File: src/rtl/pwm_bank_pkg.sv
package pwm_bank_pkg;
    localparam int CODE_W = 8;
    typedef logic [CODE_W-1:0] code_t;
    typedef logic [CODE_W-1:0] cnt_t;
endpackage

File: src/rtl/pwm_period_gen.sv
module pwm_period_gen
    import pwm_bank_pkg::*;
#(
    parameter int PERIOD_LONG  = 256,
    parameter int PERIOD_SHORT = 253
) (
    input  logic clk,
    input  logic rst_n,
    input  logic short_sel,
    output cnt_t cnt,
    output logic wrap,
    output logic mode_short
);
    localparam cnt_t TOP_LONG  = cnt_t'(PERIOD_LONG - 1);
    localparam cnt_t TOP_SHORT = cnt_t'(PERIOD_SHORT - 1);

    typedef struct packed {
        cnt_t cnt;
        logic mode_short;
    } state_t;

    state_t st_d, st_q;
    cnt_t   top;
    logic   wrap_d;

    always_comb begin
        st_d   = st_q;
        top    = st_q.mode_short ? TOP_SHORT : TOP_LONG;
        wrap_d = (st_q.cnt == top);
        if (wrap_d) begin
            st_d.cnt        = '0;
            st_d.mode_short = short_sel;
        end else begin
            st_d.cnt = st_q.cnt + 1'b1;
        end
    end

    always_ff @(posedge clk or negedge rst_n) begin
        if (!rst_n) begin
            st_q <= '0;
        end else begin
            st_q <= st_d;
        end
    end

    assign cnt        = st_q.cnt;
    assign wrap       = wrap_d;
    assign mode_short = st_q.mode_short;

    a_r2_wrap_to_zero: assert property (@(posedge clk) disable iff (!rst_n)
        wrap |=> (cnt == '0));
    a_r2_count_step: assert property (@(posedge clk) disable iff (!rst_n)
        !wrap |=> (cnt == cnt_t'($past(cnt) + 1'b1)));
    a_r2_mode_held: assert property (@(posedge clk) disable iff (!rst_n)
        !wrap |=> $stable(mode_short));
    a_r2_short_bound: assert property (@(posedge clk) disable iff (!rst_n)
        mode_short |-> (cnt <= TOP_SHORT));
endmodule

File: src/rtl/pwm_reg_file.sv
module pwm_reg_file
    import pwm_bank_pkg::*;
#(
    parameter int    NUM_CH     = 14,
    parameter int    ADDR_W     = 4,
    parameter code_t RESET_CODE = 8'h80
) (
    input  logic                          clk,
    input  logic                          rst_n,
    input  logic                          wr_en,
    input  logic [ADDR_W-1:0]             addr,
    input  code_t                         wdata,
    input  logic                          wrap,
    output code_t                         rdata,
    output logic [NUM_CH-1:0][CODE_W-1:0] active
);
    typedef struct packed {
        logic [NUM_CH-1:0][CODE_W-1:0] shadow;
        logic [NUM_CH-1:0][CODE_W-1:0] active;
    } regs_t;

    regs_t rg_d, rg_q;
    logic  addr_ok;

    assign addr_ok = (int'(addr) < NUM_CH);

    always_comb begin
        rg_d = rg_q;
        for (int i = 0; i < NUM_CH; i++) begin
            if (wr_en && addr_ok && (int'(addr) == i)) begin
                rg_d.shadow[i] = wdata;
            end
        end
        if (wrap) begin
            rg_d.active = rg_d.shadow;
        end
    end

    always_ff @(posedge clk or negedge rst_n) begin
        if (!rst_n) begin
            for (int i = 0; i < NUM_CH; i++) begin
                rg_q.shadow[i] <= RESET_CODE;
                rg_q.active[i] <= RESET_CODE;
            end
        end else begin
            rg_q <= rg_d;
        end
    end

    always_comb begin
        rdata = '0;
        for (int i = 0; i < NUM_CH; i++) begin
            if (addr_ok && (int'(addr) == i)) begin
                rdata = rg_q.shadow[i];
            end
        end
    end

    assign active = rg_q.active;

    a_r8_active_hold: assert property (@(posedge clk) disable iff (!rst_n)
        !wrap |=> $stable(rg_q.active));
    a_r8_active_load: assert property (@(posedge clk) disable iff (!rst_n)
        wrap |=> (rg_q.active == rg_q.shadow));

    for (genvar g = 0; g < NUM_CH; g++) begin : g_wchk
        a_r10_write_lands: assert property (@(posedge clk) disable iff (!rst_n)
            (wr_en && int'(addr) == g) |=> (rg_q.shadow[g] == $past(wdata)));
        a_r1_other_addr: assert property (@(posedge clk) disable iff (!rst_n)
            !(wr_en && int'(addr) == g) |=> $stable(rg_q.shadow[g]));
    end
endmodule

File: src/rtl/pwm_channel.sv
module pwm_channel
    import pwm_bank_pkg::*;
(
    input  logic  clk,
    input  logic  rst_n,
    input  code_t code,
    input  logic  enable,
    input  cnt_t  cnt,
    input  logic  mode_short,
    output logic  pwm
);
    logic below;

    always_comb begin
        below = (cnt < code);
        pwm   = enable && below;
    end

    a_r5_zero_low: assert property (@(posedge clk) disable iff (!rst_n)
        (code == '0) |-> !pwm);
    a_r9_disabled_low: assert property (@(posedge clk) disable iff (!rst_n)
        !enable |-> !pwm);
    a_r3_short_saturates: assert property (@(posedge clk) disable iff (!rst_n)
        (enable && mode_short && code >= 8'hFD) |-> pwm);
    a_r4_long_full_dips: assert property (@(posedge clk) disable iff (!rst_n)
        (enable && !mode_short && code == 8'hFF && cnt == 8'hFF) |-> !pwm);
endmodule

File: src/rtl/pwm_bank.sv
module pwm_bank
    import pwm_bank_pkg::*;
#(
    parameter int NUM_CH       = 14,
    parameter int ADDR_W       = 4,
    parameter int PERIOD_LONG  = 256,
    parameter int PERIOD_SHORT = 253
) (
    input  logic              clk,
    input  logic              rst_n,
    input  logic              bus_wr,
    input  logic [ADDR_W-1:0] bus_addr,
    input  logic [7:0]        bus_wdata,
    output logic [7:0]        bus_rdata,
    input  logic              short_period,
    input  logic [NUM_CH-1:0] ch_enable,
    output logic [NUM_CH-1:0] pwm_out
);
    cnt_t                          cnt;
    logic                          wrap;
    logic                          mode_short;
    logic [NUM_CH-1:0][CODE_W-1:0] active;

    pwm_period_gen #(
        .PERIOD_LONG (PERIOD_LONG),
        .PERIOD_SHORT(PERIOD_SHORT)
    ) u_period (
        .clk       (clk),
        .rst_n     (rst_n),
        .short_sel (short_period),
        .cnt       (cnt),
        .wrap      (wrap),
        .mode_short(mode_short)
    );

    pwm_reg_file #(
        .NUM_CH    (NUM_CH),
        .ADDR_W    (ADDR_W),
        .RESET_CODE(8'h80)
    ) u_regs (
        .clk   (clk),
        .rst_n (rst_n),
        .wr_en (bus_wr),
        .addr  (bus_addr),
        .wdata (bus_wdata),
        .wrap  (wrap),
        .rdata (bus_rdata),
        .active(active)
    );

    for (genvar g = 0; g < NUM_CH; g++) begin : g_ch
        pwm_channel u_ch (
            .clk       (clk),
            .rst_n     (rst_n),
            .code      (active[g]),
            .enable    (ch_enable[g]),
            .cnt       (cnt),
            .mode_short(mode_short),
            .pwm       (pwm_out[g])
        );
    end
endmodule

File: config.mk
export PLATFORM = sky130hd
export DESIGN_NAME = pwm_bank
export DESIGN_NICKNAME = d
export VERILOG_FILES = /design/src/rtl/pwm_bank_pkg.sv /design/src/rtl/pwm_period_gen.sv /design/src/rtl/pwm_reg_file.sv /design/src/rtl/pwm_channel.sv /design/src/rtl/pwm_bank.sv
export SDC_FILE = /design/constraint.sdc
export NUM_CORES = 1
export LEC_CHECK = 0
export BUFFER_PORTS_ARGS = -buffer_cell sky130_fd_sc_hd__buf_4
export CAP_MARGIN = 0
export CORE_AREA = 2 2 149 151
export DETAILED_ROUTE_END_ITERATION = 12
export DIE_AREA = 0 0 151 153
export MAX_ROUTING_LAYER = met4
export PLACE_DENSITY_LB_ADDON = 0.12
export RECOVER_POWER = 100
export SETUP_SLACK_MARGIN = 0.05
export SLEW_MARGIN = 20
export SYNTH_ARGS = -nofsm -noshare
export SYNTH_HDL_FRONTEND = slang
export SYNTH_SLANG_ARGS = --single-unit
File: constraint.sdc
create_clock -name clk -period 2.7 [get_ports clk]
set_input_delay 0.54 -clock clk [delete_from_list [all_inputs] [get_ports clk]]
set_output_delay 0.54 -clock clk [all_outputs]
set_load 0.005 [all_outputs]
Word-level counts from Yosys, hierarchy flattened
Index checks and enable logic that the tools add are counted.
{"block": "word_totals", "reg_bits": 233, "wordCells": 134}
{"block": "op_classes", "add_sub_neg": 1, "order_cmp": 15, "eq_ne": 14, "muxes": 30, "reduce_logical": 44}
{"operator": "2-to-1 mux 8 bit", "n": 29}
{"operator": "< comparator 8 bit", "n": 14}
{"operator": "logical AND 1 bit", "n": 43}
{"operator": "== test 4 bit, second input constant", "n": 8}
{"operator": "== test 4 x 3 -> 1 bit, second input constant", "n": 4}
{"operator": "adder 8 x 1 -> 8 bit, second input constant", "n": 1}
{"operator": "== test 8 bit", "n": 1}
{"operator": "== test 4 x 2 -> 1 bit, second input constant", "n": 1}
{"operator": "logical NOT 4 bit", "n": 1}
{"operator": "< comparator 4 bit, second input constant", "n": 1}
{"operator": "2-to-1 mux 2 bit", "n": 1}

Logic depth before layout (Yosys ltp)
{"block": "depth", "word_depth": 16, "depth_mapped": 8, "ltp_nobuf": 7}

Modules after synthesis
Synthesis repeated with hierarchy kept, for this count alone.
{"block": "unflattened", "cells_unflattened": 1193, "area_unflattened_um2": 13721.9}
{"module": "pwm_reg_file", "instances": 1, "cells_each": 783, "area_each_um2": 10654.0}
{"module": "pwm_channel", "instances": 14, "cells_each": 26, "area_each_um2": 183.9}
{"module": "pwm_period_gen", "instances": 1, "cells_each": 46, "area_each_um2": 493.0}

Worst setup path before layout
Ideal clock, no wire load.
{"block": "synth_timing", "kind": "in2out", "startpoint": "input port bus_addr[0]", "endpoint": "output port bus_rdata[2]", "t_arrival_ns": 1.748, "required_time_ns": 2.160, "path_slack_ns": 0.412, "cell_stages": 8, "cell_sequence": "buf_2 > buf_2 > buf_2 > buf_2 > mux2i_1 > nor2_1 > a21oi_1 > o31ai_1"}
{"block": "synth_between", "elab_chain_len": 16, "word_cells_on_any_way": 43, "classes_between": "order compare (1); eq/ne (13); mux (14); reduce/logical (15)"}
{"element": "start, declared", "line_no": "pwm_bank.sv:12", "source": "input logic [ADDR_W-1:0] bus_addr,"}
{"element": "< comparator 4 bit / logical NOT 4 bit (equally long branches)", "line_no": "pwm_reg_file.sv:25, pwm_reg_file.sv:53"}
{"element": "logical AND 1 bit", "line_no": "pwm_reg_file.sv:53", "source": "if (addr_ok && (int'(addr) == i)) begin"}
{"element": "2-to-1 mux 8 bit (13 in series)", "line_no": "pwm_reg_file.sv:53"}
{"element": "2-to-1 mux 8 bit *", "line_no": "pwm_reg_file.sv:53"}
{"element": "end, declared", "line_no": "pwm_bank.sv:14", "source": "output logic [7:0] bus_rdata,"}
Every way passes the cells marked *; elsewhere a longest branch is shown, timed or not.

Worst setup path after layout
{"block": "layout_timing", "startpoint": "register u_period.st_q, in the netlist u_period.cnt[4]", "endpoint": "output port pwm_out[5]"}
{"block": "layout_between", "elab_chain_len": 2}
{"element": "start, declared", "line_no": "pwm_period_gen.sv:22", "source": "state_t st_d, st_q;"}
{"element": "start signal, assigned", "line_no": "pwm_period_gen.sv:42", "source": "st_q <= st_d;"}
{"element": "< comparator 8 bit", "line_no": "pwm_channel.sv:15", "source": "below = (cnt < code);"}
{"element": "logical AND 1 bit", "line_no": "pwm_channel.sv:16", "source": "pwm = enable && below;"}
{"element": "end, declared", "line_no": "pwm_bank.sv:17", "source": "output logic [NUM_CH-1:0] pwm_out"}
No other way between the ends.

==> results.ini <==
[status]
outcome=complete, but fails checks
violations=capacitance limit, slew limit, setup timing

[power]
pwr-share-seq_pct=48.0
design_power_total_mw=8.85
swShare_pct=26.4
comb_power_share_pct=12.6
irDropWorstVdd_v=0.000548
clkPwrFrac_pct=39.3
internal-power_mw=6.52
p_sw_mw=2.33
p_leak_nw=6.54
pwr_density_cell_nw_per_um2=604

[cts]
cts_max_level=1
clockRootBuffer=clkbuf_16
clkTransAtPathRegs_ns=0.05
cts_buffers=25
clk_latency_ns=0.53
cts_tree=built
clock_sinks=233
clockBufferDepth=3

[global_route]
grt_max_degree=69
antenna_found_initial=0
grt_util_all_layers_pct=29.6
overflow=0
grt_pass1_wl_um=50300
grt_pass1_vias=8806

[sta]
period_needed_ns=2.76
timing.fmax_mhz=363
layout_setup_ws_ns=-0.0556
setup_tns_ns=-0.458
max-slew-margin-rel_pct=-17.7
rsz0062_at_grt=true
tightest_slew_ns=1.77
skew_ns=0.0141
fin_crit_sh_pct=102
final_max_slew_viol_count=69
timing_hold_violations_final=0
whs_ns=0.370
setup_violations=15

[synthesis]
yosysTopAreaCell=dfrtp_1
syn_nets=1256
ys_async_sr_fraction_pct=100
ys_warn_count=0
syn_area_sq_um=12800
avgSynthCellArea_sq_um=11.3
synth-edff-count=0
ys_seq_area_share_pct=46.0
synth_flop_cell=dfrtp_1
synthCells=1127
synth_area_leaders=dfrtp_1 40%, mux2_2 16%, ha_1 9.7%
synth_top_area_share_pct=40.2
synth.distinct_cells=53
ys_ff_latch=233

[place]
gp_congestion=0.967
hpwl_um=22300
io_buffers=51
dp_cells=1439

[finish]
multi_input_area_sq_um=6250
area_growth_pct=14.9
layout-drive-gt1-share_pct=26.2
antenna_cells=0
regArea_sq_um=5870
fill_cells=1660
fin_util_pct=68.2
final_cell_mix=202 x dfrtp_1, 104 x mux2_2, 102 x inv_1
fin_cells=1487
nets=1321
final_common_cell=dfrtp_1

[drt]
vias=8739
detail-route-antenna-nets=0
drt_iter0_markers=574
drt-vias-per-instance=5.88
drt-pass1-iter-count=5
drt-total-wl_um=32500
drc=0
wl_per_cell_um=21.8

[floorplanning]
die-area_sq_um=23100
die_h_um=153
die_w_um=151
std_cell_rows=54
core_sq_um=21500
start_util_pct=59.3
ios=52

[run]
cap_violations=1

[worst_setup_path]
required_ns=2.16
worstPathMaxFanout=6
path_class=flip-flop to primary output
end_kind=primary output
cp-start-kind=flip-flop
crit_arrival_ns=2.22

[hold_path]
hold_class=primary input to flip-flop

[cell type report]
cell class | count | area share (%)
Tap cell | 280 | 2.39
Clock buffer | 33 | 4.68
Inverter | 102 | 2.61
Multi-Input combinational cell | 728 | 42.7
Timing Repair Buffer | 102 | 6.65
Clock inverter | 9 | 0.923
Sequential cell | 233 | 40.1
[cell families after synthesis]
kind of cell               Yosys count  share of synthesized area [%]
AOI/OAI and AO/OA                  210                           10.5
buffers and inverters              166                           6.01
and+or+nand+nor                    207                           8.66
muxes                              207                           18.8
adders and majority gates           99                           9.71
xor gates and xnor gates             5                          0.343
DFF                                233                           46.0
[power by group through the flow]
stage	Combinational [mW]	Clock, mW	Sequential (mW)
global placement	1.16	0	4.29
detailed placement	1.17	0	4.29
finish	1.12	3.48	4.25
floorplan	0.760	0	4.12
CTS	1.18	3.52	4.24
global route	1.21	3.68	4.28
[what timing repair did]
action                                 CTS  global route
setup buffers                            1             2
hold buffers                             1             0
gates cloned                             0             2
setup endpoints to repair               15            18
endpoints found under the hold margin   12             0
gates resized for setup                 24            53
pin swaps                                0            56
[synthesized netlist by cell type, types with 2 or more instances]
cell type and instances:
nor3_1 7, mux2_4 2, dfrtp_1 205, nor2b_1 32
a21oi_1 72, mux2_1 3, clkbuf_1 18, dfstp_2 28
nor2_1 86, a2111oi_0 14, buf_4 19, nand2b_1 21
mux4_2 7, nand3_1 7, o21a_1 30, a221o_1 2
nor2_2 3, nand3_2 3, a22oi_1 3, inv_1 102
nand2_1 13, buf_2 21, a32o_1 4, and2_0 14
a221oi_1 3, ha_1 99, a211oi_1 3, or2_1 2
o32a_1 2, xor2_1 4, and2_1 2, nor2_4 7
o21ai_0 44, mux2i_1 16, o32ai_1 2, nor3b_1 2
a31o_2 14, o22ai_1 13, mux2_2 179, buf_6 6
[path summary, 6_finish.rpt]
check                                   from                  end  slack [ns]  depth (start not counted)
min in group asynchronous              rst_n    u_regs.active[12]        1.04                          2
max reg2reg                  u_period.cnt[4]     u_regs.active[4]        0.29                          9
min reg2reg                u_regs.active[15]    u_regs.active[15]        0.48                          2
min                             short_period  u_period.mode_short        0.37                          3
max in group asynchronous              rst_n    u_regs.active[87]        0.35                          3
max                          u_period.cnt[4]           pwm_out[5]       -0.06                          8
[worst max-delay path: stages (launching register included)]
cell and delay [ns]:
dfrtp_2 0.47, clkbuf_16 0.22, ha_4 0.27, o21a_1 0.10, o21a_1 0.12, o21ai_1 0.06, and2_1 0.13, a31o_2 0.21
buf_6 0.11
[layer usage]
metal,part of all wire (%),track usage [%],vias up
met5,0,-,-
met4,2.7,7.43,0
met3,5.7,3.61,58
met2,45,44.5,247
met1,46,43.0,4364
li1,-,-,4070
[state kept, by name, indices dropped and copies added (netlist names)]
signal,cells
u_regs.rg_q,112
u_period.mode_short,1
u_regs.active,112
u_period.cnt,8
[per-stage QoR]
stage / setup slack, ns / cell area [sq um]
after floorplan: 0.412 / 12800
final: -0.0556 / 14600
after global routing: -0.154 / 14600
after global placement: 0.128 / 13600
after CTS: -0.0580 / 14500
after detailed placement: 0.147 / 13600
No activity file was read; power rests on OpenSTA's default activity.
